## config.mk

```make
export PLATFORM = sky130hd
export DESIGN_NAME = dma_addr_seq
export DESIGN_NICKNAME = d
export VERILOG_FILES = /design/src/rtl/dma_addr_seq_pkg.sv /design/src/rtl/dma_seq_decode.sv /design/src/rtl/dma_seq_lane_en.sv /design/src/rtl/dma_seq_addr_reg.sv /design/src/rtl/dma_addr_seq.sv
export SDC_FILE = /design/constraint.sdc
export NUM_CORES = 1
export LEC_CHECK = 0
export BUFFER_PORTS_ARGS = -buffer_cell sky130_fd_sc_hd__clkbuf_2
export CORE_ASPECT_RATIO = 1.25
export CORE_UTILIZATION = 25
export DETAILED_ROUTE_END_ITERATION = 8
export PLACE_DENSITY = 0.42
export SETUP_SLACK_MARGIN = 0.2
export SYNTH_ARGS = -nofsm -noshare
export SYNTH_HDL_FRONTEND = slang
export SYNTH_SLANG_ARGS = --single-unit
```

## constraint.sdc

```tcl
create_clock -name clk_i -period 3.4 [get_ports clk_i]
set_clock_uncertainty 0.2 [all_clocks]
set_input_delay 0.34 -clock clk_i [delete_from_list [all_inputs] [get_ports clk_i]]
set_output_delay 0.34 -clock clk_i [all_outputs]
set_load 0.01 [all_outputs]
```

## src/rtl/dma_addr_seq_pkg.sv

```systemverilog
package dma_addr_seq_pkg;

   typedef enum logic [2:0] {
      SEQ_INC_BYTE = 3'b000,
      SEQ_INC_HALF = 3'b001,
      SEQ_INC_AUTO = 3'b010,
      SEQ_FIX_BYTE = 3'b011,
      SEQ_FIX_HALF = 3'b100,
      SEQ_FIX_WORD = 3'b101,
      SEQ_RSV_6    = 3'b110,
      SEQ_RSV_7    = 3'b111
   } seq_code_e;

   typedef enum logic [1:0] {
      XFER_BYTE = 2'b00,
      XFER_HALF = 2'b01,
      XFER_WORD = 2'b10,
      XFER_RSVD = 2'b11
   } xfer_size_e;

   typedef struct packed {
      xfer_size_e size;
      logic       moving;
      logic       align;
      logic       err;
   } seq_ctrl_t;

endpackage

```

## src/rtl/dma_seq_decode.sv

```systemverilog
module dma_seq_decode
   import dma_addr_seq_pkg::*;
(
   input  logic [2:0] code_i,
   input  logic [1:0] auto_size_i,
   output seq_ctrl_t  ctrl_o
);

   xfer_size_e auto_sz;

   always_comb begin
      if (auto_size_i == 2'b11) auto_sz = XFER_WORD;
      else                      auto_sz = xfer_size_e'(auto_size_i);
   end

   always_comb begin
      ctrl_o = '{size: XFER_BYTE, moving: 1'b0, align: 1'b0, err: 1'b0};
      unique case (seq_code_e'(code_i))
         SEQ_INC_BYTE: ctrl_o = '{size: XFER_BYTE, moving: 1'b1, align: 1'b0, err: 1'b0};
         SEQ_INC_HALF: ctrl_o = '{size: XFER_HALF, moving: 1'b1, align: 1'b1, err: 1'b0};
         SEQ_INC_AUTO: ctrl_o = '{size: auto_sz,   moving: 1'b1, align: 1'b0, err: 1'b0};
         SEQ_FIX_BYTE: ctrl_o = '{size: XFER_BYTE, moving: 1'b0, align: 1'b0, err: 1'b0};
         SEQ_FIX_HALF: ctrl_o = '{size: XFER_HALF, moving: 1'b0, align: 1'b1, err: 1'b0};
         SEQ_FIX_WORD: ctrl_o = '{size: XFER_WORD, moving: 1'b0, align: 1'b1, err: 1'b0};
         default:      ctrl_o = '{size: XFER_BYTE, moving: 1'b0, align: 1'b0, err: 1'b1};
      endcase
   end

endmodule

```

## src/rtl/dma_seq_lane_en.sv

```systemverilog
module dma_seq_lane_en #(
   parameter int LANES  = 4,
   localparam int LANE_W = $clog2(LANES)
) (
   input  logic [LANE_W-1:0] lsb_i,
   input  logic [1:0]        size_i,
   input  logic              valid_i,
   output logic [LANES-1:0]  be_o
);

   for (genvar ln = 0; ln < LANES; ln++) begin : g_lane
      localparam logic [LANE_W-1:0] IDX = LANE_W'(ln);
      assign be_o[ln] = valid_i && ((IDX >> size_i) == (lsb_i >> size_i));
   end

endmodule

```

## src/rtl/dma_seq_addr_reg.sv

```systemverilog
module dma_seq_addr_reg #(
   parameter int ADDR_W = 32
) (
   input  logic              clk_i,
   input  logic              rst_ni,
   input  logic              load_i,
   input  logic [ADDR_W-1:0] start_i,
   input  logic              step_i,
   input  logic [ADDR_W-1:0] base_i,
   input  logic [1:0]        size_i,
   output logic [ADDR_W-1:0] addr_q_o
);

   logic [ADDR_W-1:0] incr;
   logic [ADDR_W-1:0] addr_d;

   assign incr = ADDR_W'(1) << size_i;

   always_comb begin
      addr_d = addr_q_o;
      if (load_i)      addr_d = start_i;
      else if (step_i) addr_d = base_i + incr;
   end

   always_ff @(posedge clk_i or negedge rst_ni) begin
      if (!rst_ni) addr_q_o <= '0;
      else         addr_q_o <= addr_d;
   end

endmodule

```

## src/rtl/dma_addr_seq.sv

```systemverilog
module dma_addr_seq
   import dma_addr_seq_pkg::*;
#(
   parameter int ADDR_W = 32,
   parameter int DATA_W = 32,
   localparam int LANES  = DATA_W / 8,
   localparam int LANE_W = $clog2(LANES)
) (
   input  logic              clk_i,
   input  logic              rst_ni,
   input  logic [2:0]        seq_code_i,
   input  logic [1:0]        auto_size_i,
   input  logic              load_i,
   input  logic [ADDR_W-1:0] start_addr_i,
   input  logic              advance_i,
   output logic [ADDR_W-1:0] addr_o,
   output logic [1:0]        size_o,
   output logic [3:0]        byte_en_o,
   output logic              beat_o,
   output logic              cfg_err_o
);

   if (DATA_W != 32) begin : g_bad_data_w
      $error("dma_addr_seq: DATA_W must be 32");
   end
   if (ADDR_W < 8) begin : g_bad_addr_w
      $error("dma_addr_seq: ADDR_W must be at least 8");
   end

   seq_ctrl_t         ctrl;
   logic [ADDR_W-1:0] addr_q;
   logic [ADDR_W-1:0] low_mask;
   logic [ADDR_W-1:0] addr_view;
   logic [LANES-1:0]  lane_en;

   dma_seq_decode u_decode (
      .code_i      (seq_code_i),
      .auto_size_i (auto_size_i),
      .ctrl_o      (ctrl)
   );

   // Aligned view: clear the low address bits below the operand size.
   assign low_mask  = (ADDR_W'(1) << ctrl.size) - ADDR_W'(1);
   assign addr_view = ctrl.align ? (addr_q & ~low_mask) : addr_q;

   assign beat_o    = advance_i && !ctrl.err;
   assign cfg_err_o = ctrl.err;
   assign size_o    = ctrl.size;
   assign addr_o    = addr_view;

   dma_seq_addr_reg #(.ADDR_W(ADDR_W)) u_addr (
      .clk_i    (clk_i),
      .rst_ni   (rst_ni),
      .load_i   (load_i),
      .start_i  (start_addr_i),
      .step_i   (beat_o && ctrl.moving),
      .base_i   (addr_view),
      .size_i   (ctrl.size),
      .addr_q_o (addr_q)
   );

   dma_seq_lane_en #(.LANES(LANES)) u_lanes (
      .lsb_i   (addr_view[LANE_W-1:0]),
      .size_i  (ctrl.size),
      .valid_i (!ctrl.err),
      .be_o    (lane_en)
   );

   assign byte_en_o = lane_en;

endmodule

```

======== After elaboration in Yosys (flattened, before gate mapping) ========
Cells that the tools add are included.
operators by class
  add/sub/neg operators ................... 2
  eq/ne operators ......................... 10
  shift-type cells ........................ 6
  multiplexer cells ....................... 5
  bitwise logic cells ..................... 2
  reductions and logical operators ........ 9
operators with widths
  operator                                                              count
  32-bit two-way mux                                                    3
  32-bit adder                                                          1
  32-bit bitwise AND                                                    1
  32-bit NOT                                                            1
  1-bit by 2-bit << shifter with 32-bit output, first input constant    1
  32-bit by 2-bit subtractor with 32-bit output, second input constant  1
  5-bit one-hot mux with 6 select lines                                 1
  2-bit == test                                                         4
  3-bit by 2-bit == test with 1-bit output, second input constant       2
  3-bit == test, second input constant                                  2
  1-bit logical AND                                                     6
  1-bit by 2-bit >> shifter with 2-bit output, first input constant     2
  2-bit by 2-bit >> shifter with 2-bit output, first input constant     2
  3-bit by 1-bit == test with 1-bit output, second input constant       1
  3-bit logical NOT                                                     1
  2-bit == test, second input constant                                  1
  2-bit two-way mux                                                     1
  2-bit nonzero test                                                    1
  2-bit by 2-bit >> shifter with 2-bit output                           1
  1-bit logical NOT                                                     1
word-level totals
  bits in registers ....................... 32
  bits of input ports ..................... 41
  output and inout port bits .............. 40

======== Logic depth before layout (Yosys ltp) ========
Gate-level depths: netlist of run 1.
  depth in word-level cells ............... 11
  mapped depth ............................ 16

======== Modules after synthesis ========
A second synthesis of run 1 with hierarchy kept.
unflattened totals
  cells, all modules ...................... 282
  area, all modules ....................... 2331.0 µm²
by module, submodules not included
  module            instances  cells an instance  area each (µm²)
  dma_seq_addr_reg  1          225                2057.0
  dma_addr_seq      1          37                 156.4
  dma_seq_decode    1          11                 71.3
  dma_seq_lane_en   1          9                  46.3

======== Least setup slack after synthesis of run 1 ========
Ideal clock, no wire load.
  path kind ............................... input to register
  start point ............................. input port seq_code_i[1]
  end point ............................... register u_addr.addr_q_o[14]
  arrival time ............................ 3.837 ns
  data required time ...................... 3.058 ns
  setup slack ............................. -0.780 ns
  cell stages on the path ................. 16
  path buffers ............................ 2
  cells stage by stage .................... clkbuf_1 -> nor4bb_1 -> o31ai_1 -> inv_1 -> nor2_1 -> inv_1 -> ha_1 -> o31ai_1 -> inv_1 -> fa_1 -> a211o_1 -> o211a_1 -> buf_1 -> nand4_1 -> xor2_1 -> o221ai_1
on the way
  longest elaborated chain between the ends .. 10
RTL lines
  what                                               line                    RTL
  start, declared                                    dma_addr_seq.sv:11      input logic [2:0] seq_code_i,
  3-bit == test, or another cell as far along        dma_seq_decode.sv:18    unique case (seq_code_e'(code_i))
  5-bit one-hot mux with 6 select lines (*)          dma_seq_decode.sv:18
  net size_o[0]                                      dma_addr_seq.sv:17      output logic [1:0] size_o,
  1-bit by 2-bit << shifter with 32-bit output (*)   dma_addr_seq.sv:43      assign low_mask = (ADDR_W'(1) << ctrl.size) - ADDR_W'(1);
  32-bit by 2-bit subtractor with 32-bit output (*)  dma_addr_seq.sv:43
  32-bit NOT (*)                                     dma_addr_seq.sv:44      assign addr_view = ctrl.align ? (addr_q & ~low_mask) : addr_q;
  32-bit bitwise AND (*)                             dma_addr_seq.sv:44
  32-bit two-way mux (*)                             dma_addr_seq.sv:44
  net addr_o[1]                                      dma_addr_seq.sv:16      output logic [ADDR_W-1:0] addr_o,
  32-bit adder (*)                                   dma_seq_addr_reg.sv:22  else if (step_i) addr_d = base_i + incr;
  32-bit two-way mux (*)                             dma_seq_addr_reg.sv:22
  32-bit two-way mux (*)                             dma_seq_addr_reg.sv:21  if (load_i) addr_d = start_i;
  end signal, assigned                               dma_seq_addr_reg.sv:27  else addr_q_o <= addr_d;
  end, declared                                      dma_seq_addr_reg.sv:11  output logic [ADDR_W-1:0] addr_q_o
Mark *: on every way through the listed nets, which the timed path passes. The rest lies on a longest branch. The select of a mux whose other input is x is not followed.
A chain may end at the register's enable or synchronous reset.

======== Worst setup path in the final report of run 1 ========
  start point ............................. input port seq_code_i[0]
  end point ............................... register u_addr.addr_q_o[10]
on the way
  longest elaborated chain between the ends .. 10
RTL lines
  what                                           line
  3-bit == test, or another cell as far along    dma_seq_decode.sv:18
  5-bit one-hot mux with 6 select lines (*)      dma_seq_decode.sv:18
  1-bit by 2-bit << shifter with 32-bit output   dma_seq_addr_reg.sv:17, dma_addr_seq.sv:43
  32-bit by 2-bit subtractor with 32-bit output  dma_addr_seq.sv:43
  32-bit NOT                                     dma_addr_seq.sv:44
  32-bit bitwise AND                             dma_addr_seq.sv:44
  32-bit two-way mux                             dma_addr_seq.sv:44
  32-bit adder                                   dma_seq_addr_reg.sv:22
  32-bit two-way mux                             dma_seq_addr_reg.sv:22
  32-bit two-way mux                             dma_seq_addr_reg.sv:21
Every way passes the cells marked *; elsewhere a longest branch is shown, timed or not. The select of a mux whose other input is x is not followed.

==> results.py, run 1 <==
metrics = {
    "synthesis": {
        "ys_async_sr_fraction_pct": 100,
        "netlist_area_sq_um": 2610,
        "ys.flop_type": "dfrtp_1",
        "avgSynthCellArea_sq_um": 7.99,
        "synth_cell_types": 63,
        "syn_inst": 327,
        "yosysWarnings": 0,
        "synth_fp_nets": 374,
        "synth_edf_count": 0,
        "synth-seq-cells": 32,
        "ys_seq_area_share_pct": 30.6,
    },
    "placed_design": {
        "port_buffers": 80,
        "place_hpwl_um": 6340,
        "dp.cells": 522,
        "gp_congestion": 0.798,
        "preCtsSetupSlack_ns": -0.0326,
    },
    "cells_and_area": {
        "drive_gt1_share_pct": 35.3,
        "most-common-layout-cells": "clkbuf_2 (80), nand2_1 (38), dfrtp_1 (32)",
        "final_core_util_pct": 34.2,
        "syn2layout_area_growth_pct": 32.2,
        "largest_reg_flops": 32,
        "largest-register": "u_addr.addr_q_o",
        "seqCellArea_sq_um": 801,
        "n_antenna_cell": 0,
        "reg_top3": "u_addr.addr_q_o x32",
        "final_cells": 529,
        "final_nets": 449,
        "mostFrequentLayoutCell": "clkbuf_2",
        "fillCellCount": 1060,
        "multi_input_area_sq_um": 1760,
    },
    "route": {
        "wl_per_cell_um": 15.8,
        "vias_per_cell": 5.03,
        "drc": 0,
        "firstDrtPassIters": 4,
        "vias": 2659,
        "drt_wl_total_um": 8370,
        "drt_iter0_drc": 101,
        "drtAntennaViolNets": 0,
    },
    "power_and_ir_drop": {
        "p_seq_share_pct": 36.4,
        "power.internal_mw": 0.858,
        "leakagePower_nw": 1.56,
        "combPwrFrac_pct": 31.0,
        "design_power_total_mw": 1.30,
        "switching_share_pct": 34.2,
        "powerDensity_nw_per_um2": 377,
        "ir_worst_vdd_mv": 0.159,
        "power.share.clock_pct": 32.6,
        "p_sw_mw": 0.446,
    },
    "die": {
        "io_pins": 81,
        "initial_core_util_pct": 25.9,
        "die_y_um": 116,
        "fp.dieArea_sq_um": 10900,
        "core-area_sq_um": 10100,
        "rows": 41,
        "die-width_um": 93.5,
    },
    "clocking": {
        "clockRootBuffer": "clkbuf_16",
        "cts.sinks": 32,
        "clkTransAtPathRegs_ns": 0.05,
        "clockBufferDepth": 2,
        "cts_made_buffers": 5,
        "cts_tree": "built",
        "htree_num_levels": 2,
        "insertion_delay_ns": 0.28,
    },
    "setup_path": {
        "critPathSlowestCell": "nor4bb_4",
        "worst_setup_path_end_kind": "flip-flop",
        "start_kind": "input port",
        "crit_type": "input port to flip-flop",
        "slowest_delay_ns": 0.34,
        "cp_cell_sequence": "clkbuf_2 > nor4bb_4 > o31ai_4 > buf_4 > ha_4 > o31ai_4 > inv_2 > fa_2 > a211o_1 > o211a_2 > and4_2 > o21ai_1 > a22o_1",
        "worstPathRequired_ns": 3.42,
        "rrSetupSlack_ns": 0.85,
        "arrival_ns": 3.03,
        "rr_startpoint": "u_addr.addr_q_o[0]",
        "reg2reg_to": "u_addr.addr_q_o[10]",
        "cp_max_fo": 15,
        "r2r_cells": 8,
        "cpMostUsedCell": "o31ai_4",
    },
    "sta": {
        "max-slew-margin-rel_pct": 38.8,
        "setup_viol": 0,
        "hold_viol_final": 17,
        "setup_slack_ns": 0.397,
        "rsz0062_at_grt": "no",
        "fmax_ghz": 0.333,
        "slew_viol_final": 0,
        "min_period_ns": 3.00,
        "finalCritPeriodShare_pct": 88.3,
        "holdWs_ns": -0.0162,
        "worstMarginPinSlew_ns": 0.918,
    },
    "global_route": {
        "grt_pass1_vias": 2649,
        "antenna_found_initial": 0,
        "globalRouteOverflowTotal": 0,
        "grt_max_degree": 34,
        "grt_pass1_wl_um": 13500,
        "grt_usage_pct": 16.4,
    },
    "run_status": {
        "violations": "hold timing",
        "outcome": "complete, but fails checks",
    },
    "flow_run": {
        "drv_cap": 0,
    },
    "hold_path": {
        "min_path_type": "input port to asynchronous set/reset pin",
    },
}
==> logic make-up after synthesis <==
group           Yosys count  share of synthesized area (%)
compound gates           77                           19.7
simple gates            145                           31.2
other cells               1                          0.143
mux                       5                           1.96
fa+ha+maj                 6                           3.16
flops                    32                           30.6
buf+inv                  46                           8.19
xor+xnor                 15                           5.03
==> critical path, delay by kind of cell <==
family	cells	cell delay (ns)
AO/OA/AOI/OAI	6	1.11
AND/OR/NAND/NOR	2	0.61
adder cells (fa/ha/maj)	2	0.58
buffers and inverters	3	0.37
==> through the flow <==
stage	area (sq um)	TNS, ns
after floorplan	2820	-0.301
after global placement	3310	0
after detailed placement	3310	-0.103
after global routing	3450	0
final	3450	0
after CTS	3430	0
==> metal layers <==
metal  global-route usage, %  vias to the layer above  wire, um
met5                       0                        -         0
met4                    9.13                        0       329
met3                    3.39                       19       443
met2                    27.8                       83      3930
met1                    19.2                     1233      3670
li1                        -                     1324         -
==> layout make-up <==
class                   instances  area share [%]
multi-input cells             249            51.0
flip-flops and latches         32            23.2
repair buffers                101            16.2
well taps                     129            4.67
clock buffers                   5            3.62
inverters                      13            1.41
==> Yosys cell counts (all sizes together) (3+ instances only) <==
master,n,area [sq um]
nand4,15,109
clkbuf,29,130
a221o,3,30.0
dfrtp,32,801
nand3,16,85.1
nand2,39,149
o221ai,5,43.8
buf,3,26.3
nor2,21,78.8
inv,13,48.8
and4,5,45.0
a21oi,16,80.1
o21ai,18,90.1
and2,14,88.8
o31ai,6,45.0
a21o,6,45.0
xor2,6,52.6
and3,7,45.1
nor3,5,25.0
mux2i,4,40.0
nor4,10,90.1
xnor2,9,78.8
ha,5,62.6
a31oi,6,37.5
==> power by group through the flow <==
stage               Sequential [mW]  Combinational, mW  Clock, mW
global placement              0.481              0.406          0
floorplan                     0.460              0.283          0
detailed placement            0.482              0.407          0
finish                        0.474              0.404      0.425
global route                  0.483              0.452      0.450
CTS                           0.475              0.409      0.437
==> timing repair <==
action,in CTS,in global routing
endpoints found under the setup margin,0,13
buffers inserted,0,2
gates resized for setup,0,2
hold buffers,0,0
==> worst max-delay path by stage <==
stage	startpoint	endpoint	slack, ns	depth (start not counted)
6_report	seq_code_i[0]	u_addr.addr_q_o[10]	0.40	13
3_5_place_dp	seq_code_i[0]	u_addr.addr_q_o[10]	-0.03	13
4_1_cts	seq_code_i[0]	u_addr.addr_q_o[10]	0.26	13
3_3_place_gp	seq_code_i[0]	u_addr.addr_q_o[10]	0.02	13
5_1_grt	seq_code_i[0]	u_addr.addr_q_o[25]	0.20	13
2_1_floorplan	seq_code_i[1]	u_addr.addr_q_o[10]	-0.08	16
No activity file was read; power rests on OpenSTA's default activity.
==> run 2, diff against run 1 <==
Settings changed: CELL_PAD_IN_SITES_DETAIL_PLACEMENT set to 1, CELL_PAD_IN_SITES_GLOBAL_PLACEMENT set to 1, PLACE_DENSITY 0.42 to 0.56.
==> run 2 against run 1 <==
  * The run still ends with hold timing left
  * Critical path type unchanged
  * Routed wire length rose by 6.7%
  * Cell area grew 1.9%
  * Maximum frequency decreased by 2.0%
  * First-iteration DRC count shrank 4.0%
  * Critical path depth is 2 higher
  * Setup slack worse by 0.061 ns
  * Non-clock buffer count increased by 2
  * Largest cell class unchanged
  * Critical endpoint unchanged
  * Count of clock-buffer cells in the layout up 1
==> results.py, run 2 (synthesis results as in run 1) <==
metrics = {
    "run_status": {
        "outcome": "complete, but fails checks",
        "violations": "hold timing",
    },
    "sta": {
        "rsz0062_at_grt": "no",
        "max-slew-margin-rel_pct": 41.1,
        "slew_viol_final": 0,
        "min_period_ns": 3.06,
        "worstMarginPinSlew_ns": 0.883,
        "setup_viol": 0,
        "setup_slack_ns": 0.335,
        "hold_viol_final": 32,
        "finalCritPeriodShare_pct": 90.1,
        "fmax_ghz": 0.326,
        "holdWs_ns": -0.0237,
    },
    "setup_path": {
        "rr_startpoint": "u_addr.addr_q_o[0]",
        "cp_max_fo": 8,
        "arrival_ns": 3.08,
        "worstPathRequired_ns": 3.41,
        "rrSetupSlack_ns": 0.81,
        "worst_setup_path_end_kind": "flip-flop",
        "r2r_cells": 8,
        "start_kind": "input port",
        "crit_type": "input port to flip-flop",
        "reg2reg_to": "u_addr.addr_q_o[24]",
    },
    "cells_and_area": {
        "reg_top3": "u_addr.addr_q_o x32",
        "most-common-layout-cells": "clkbuf_2 (79), nand2_1 (38), dfrtp_1 (32)",
        "mostFrequentLayoutCell": "clkbuf_2",
        "drive_gt1_share_pct": 36.3,
        "n_antenna_cell": 0,
        "syn2layout_area_growth_pct": 34.7,
        "final_nets": 452,
        "fillCellCount": 1223,
        "multi_input_area_sq_um": 1800,
        "largest-register": "u_addr.addr_q_o",
        "largest_reg_flops": 32,
        "seqCellArea_sq_um": 801,
        "final_core_util_pct": 34.8,
    },
    "route": {
        "drtAntennaViolNets": 0,
        "wl_per_cell_um": 16.7,
        "drt_wl_total_um": 8930,
        "vias": 2756,
        "drc": 0,
        "drt_iter0_drc": 97,
        "vias_per_cell": 5.16,
        "firstDrtPassIters": 4,
    },
    "power_and_ir_drop": {
        "leakagePower_nw": 1.59,
        "powerDensity_nw_per_um2": 381,
        "design_power_total_mw": 1.34,
        "ir_worst_vdd_mv": 0.138,
    },
    "placed_design": {
        "port_buffers": 80,
        "gp_congestion": 0.776,
        "preCtsSetupSlack_ns": -0.104,
        "place_hpwl_um": 6680,
    },
    "die": {
        "core-area_sq_um": 10100,
        "fp.dieArea_sq_um": 10900,
        "initial_core_util_pct": 25.9,
        "die_y_um": 116,
        "die-width_um": 93.5,
        "io_pins": 81,
        "rows": 41,
    },
    "clocking": {
        "htree_num_levels": 2,
        "insertion_delay_ns": 0.28,
        "cts_tree": "built",
        "clockBufferDepth": 2,
        "cts_made_buffers": 5,
        "cts.sinks": 32,
        "clkTransAtPathRegs_ns": 0.05,
        "clockRootBuffer": "clkbuf_16",
        "cts_setup_buffers": 0,
        "hold_buffers": 0,
    },
    "flow_run": {
        "drv_cap": 0,
    },
    "global_route": {
        "globalRouteOverflowTotal": 0,
        "grt_pass1_wl_um": 14200,
        "antenna_found_initial": 0,
        "grt_usage_pct": 16.8,
        "grt_pass1_vias": 2850,
        "grt_max_degree": 57,
    },
    "hold_path": {
        "min_path_type": "input port to asynchronous set/reset pin",
    },
}
-- run 2: worst max-delay path, cell delays in order --
cell      delay [ns]
clkbuf_2        0.13
nor2b_1         0.19
a32oi_2         0.19
inv_1           0.11
nor2_4          0.13
inv_2           0.05
ha_4            0.21
o31ai_4         0.19
inv_2           0.10
fa_2            0.35
a211o_1         0.33
o211a_4         0.21
and4_2          0.23
o21ai_1         0.14
a22o_1          0.15
-- run 2: worst max path at each step --
| stage | startpoint | endpoint | slack (ns) |
|---|---|---|---|
| global route | seq_code_i[0] | u_addr.addr_q_o[25] | 0.19 |
| finish | seq_code_i[0] | u_addr.addr_q_o[10] | 0.34 |
| floorplan | seq_code_i[1] | u_addr.addr_q_o[10] | -0.08 |
| global placement | seq_code_i[1] | u_addr.addr_q_o[10] | 0.01 |
| CTS | seq_code_i[0] | u_addr.addr_q_o[25] | 0.20 |
| detailed placement | seq_code_i[0] | u_addr.addr_q_o[10] | -0.10 |
-- run 2: repair_timing --
item,CTS,global route
resized for setup,1,6
hold endpoints to repair,0,0
gates cloned,0,1
setup endpoints to repair,2,16
pin swaps,0,1
-- run 2: per-layer routing --
| metal | global-route usage [%] | up-vias | part of all wire, % |
|---|---|---|---|
| li1 | - | 1330 | - |
| met1 | 19.3 | 1347 | 42 |
| met2 | 30.9 | 68 | 52 |
| met3 | 2.99 | 11 | 4.1 |
| met4 | 6.46 | 0 | 2.2 |
| met5 | 0 | - | 0 |
-- run 2: power breakdown --
group | switching [mW] | internal [mW]
Clock | 0.167 | 0.266
Combinational | 0.239 | 0.191
Sequential | 0.0569 | 0.419
-- run 2: cell type report --
type	count	area share, %
timing repair buffer	103	16.3
clock inverter	1	0.142
tap	129	4.59
multi-input combinational	250	51.2
clock buffer	6	3.66
sequential	32	22.8
inverter	13	1.39
-- run 2: through the flow --
stage	cells	setup TNS [ns]	area, sq um
floorplan	327	-0.301	2820
global placement	526	0	3340
finish	534	0	3520
CTS	533	0	3470
global route	534	0	3520
detailed placement	526	-0.542	3340
==> run 3, diff against run 2 <==
Settings changed: PLACE_DENSITY 0.56 to 0.65.
==> run 3 against run 2 <==
  * The run still ends with hold timing left
  * Routed wire length shrank 2.2%
  * Flip-flop and latch count is the same
  * Worst hold slack gained 0.013 ns
==> results.py, run 3 (synthesis results as in run 1) <==
metrics = {
    "clocking": {
        "htree_num_levels": 2,
        "clkTransAtPathRegs_ns": 0.05,
        "insertion_delay_ns": 0.28,
        "cts_tree": "built",
        "hold_buffers": 0,
        "clockBufferDepth": 2,
        "clockRootBuffer": "clkbuf_16",
        "cts_made_buffers": 5,
        "cts.sinks": 32,
    },
    "hold_path": {
        "min_path_type": "input port to asynchronous set/reset pin",
    },
    "sta": {
        "min_period_ns": 3.11,
        "holdWs_ns": -0.0109,
        "max-slew-margin-rel_pct": 38.3,
        "rsz0062_at_grt": "yes",
        "fmax_ghz": 0.321,
        "hold_viol_final": 19,
        "worstMarginPinSlew_ns": 0.926,
        "finalCritPeriodShare_pct": 91.6,
        "slew_viol_final": 0,
        "setup_viol": 0,
    },
    "cells_and_area": {
        "syn2layout_area_growth_pct": 34.7,
        "seqCellArea_sq_um": 801,
        "multi_input_area_sq_um": 1770,
        "reg_top3": "u_addr.addr_q_o x32",
        "most-common-layout-cells": "clkbuf_2 (77), nand2_1 (38), dfrtp_1 (32)",
        "largest_reg_flops": 32,
        "n_antenna_cell": 0,
        "drive_gt1_share_pct": 36.3,
        "fillCellCount": 1235,
        "largest-register": "u_addr.addr_q_o",
        "final_nets": 451,
        "mostFrequentLayoutCell": "clkbuf_2",
    },
    "die": {
        "rows": 41,
        "initial_core_util_pct": 25.9,
        "io_pins": 81,
        "die-width_um": 93.5,
        "fp.dieArea_sq_um": 10900,
        "die_y_um": 116,
        "core-area_sq_um": 10100,
    },
    "route": {
        "firstDrtPassIters": 4,
        "drtAntennaViolNets": 0,
        "wl_per_cell_um": 16.4,
        "drt_iter0_drc": 83,
        "drt_wl_total_um": 8730,
        "vias": 2751,
        "drc": 0,
        "vias_per_cell": 5.15,
    },
    "power_and_ir_drop": {
        "ir_worst_vdd_mv": 0.173,
        "design_power_total_mw": 1.35,
        "powerDensity_nw_per_um2": 384,
        "leakagePower_nw": 1.58,
    },
    "global_route": {
        "globalRouteOverflowTotal": 0,
        "grt_pass1_vias": 2785,
        "grt_max_degree": 57,
        "grt_pass1_wl_um": 14100,
        "grt_usage_pct": 16.8,
        "antenna_found_initial": 0,
    },
    "setup_path": {
        "start_kind": "input port",
        "rrSetupSlack_ns": 0.80,
        "crit_path_start": "seq_code_i[2]",
        "r2r_cells": 8,
        "reg2reg_to": "u_addr.addr_q_o[10]",
        "rr_startpoint": "u_addr.addr_q_o[0]",
        "crit_type": "input port to flip-flop",
        "worstPathRequired_ns": 3.40,
        "arrival_ns": 3.12,
        "crit_end": "u_addr.addr_q_o[25]",
        "cp_max_fo": 6,
        "worst_setup_path_end_kind": "flip-flop",
    },
    "placed_design": {
        "port_buffers": 80,
        "place_hpwl_um": 6590,
        "gp_congestion": 0.770,
    },
    "run_status": {
        "outcome": "complete, but fails checks",
        "violations": "hold timing",
    },
    "flow_run": {
        "drv_cap": 0,
    },
}
[run 3: cell types whose count changed in the layout (fill, tap and decap cells not counted), moves of 2 or more]
cell      change
buf_6         +2
clkbuf_2      -2
o21ai_0       -2
o21ai_1       +2
[run 3: metal layers]
layer	global-route usage, %	share of wire [%]	wire [um]
met1	19.6	42	3680
met2	30.2	51	4480
met3	3.65	4.6	400
met4	5.64	1.9	169
met5	0	0	0
[run 3: layout make-up]
type / count / area share (%)
timing repair buffer: 103 / 16.7
inverter: 13 / 1.39
clock buffer: 8 / 4.16
multi-input combinational: 249 / 50.4
sequential: 32 / 22.8
tap: 129 / 4.59
[run 3: timing repair]
item / CTS / global route
pin swaps: 0 / 8
resized for setup: 1 / 16
gates cloned: 0 / 0
hold endpoints to repair: 0 / 0
setup buffers: 0 / 5
endpoints found under the setup margin: 4 / 8
[run 3: worst min-delay path by stage]
stage	end	slack, ns
6_report	u_addr.addr_q_o[8]	-0.01
5_1_grt	u_addr.addr_q_o[10]	0.06
4_1_cts	u_addr.addr_q_o[11]	0.009
3_5_place_dp	u_addr.addr_q_o[11]	0.31
3_3_place_gp	u_addr.addr_q_o[11]	0.32
2_1_floorplan	u_addr.addr_q_o[0]	-0.16
[run 3: per-stage QoR]
stage | setup TNS, ns | std cells | setup slack [ns] | util [%] | instance area, sq um
3_5_place_dp | -0.608 | 521 | -0.128 | 32.7 | 3300
6_report | 0 | 534 | 0.286 | 34.8 | 3520
5_1_grt | 0 | 534 | 0.116 | 34.8 | 3520
3_3_place_gp | 0 | 521 | 0.0195 | 32.7 | 3300
2_1_floorplan | -0.301 | 327 | -0.0843 | - | 2820
4_1_cts | 0 | 529 | 0.260 | 34.1 | 3450
[run 3: critical path, cell delays in order]
cell,delay (ns)
clkbuf_4,0.16
nor2_1,0.08
a32oi_2,0.27
inv_2,0.08
nor2_4,0.12
inv_2,0.05
ha_4,0.21
o31ai_4,0.19
inv_2,0.10
ha_4,0.28
a211oi_2,0.06
o21bai_1,0.21
nand4_1,0.22
or4_1,0.55
a31oi_1,0.18
[run 3: power breakdown]
group          switching [mW]  total (mW)  leakage [nW]  internal (mW)
registers              0.0567       0.476         0.383          0.420
clock network           0.164       0.456        0.0712          0.292
logic                   0.233       0.420          1.13          0.187
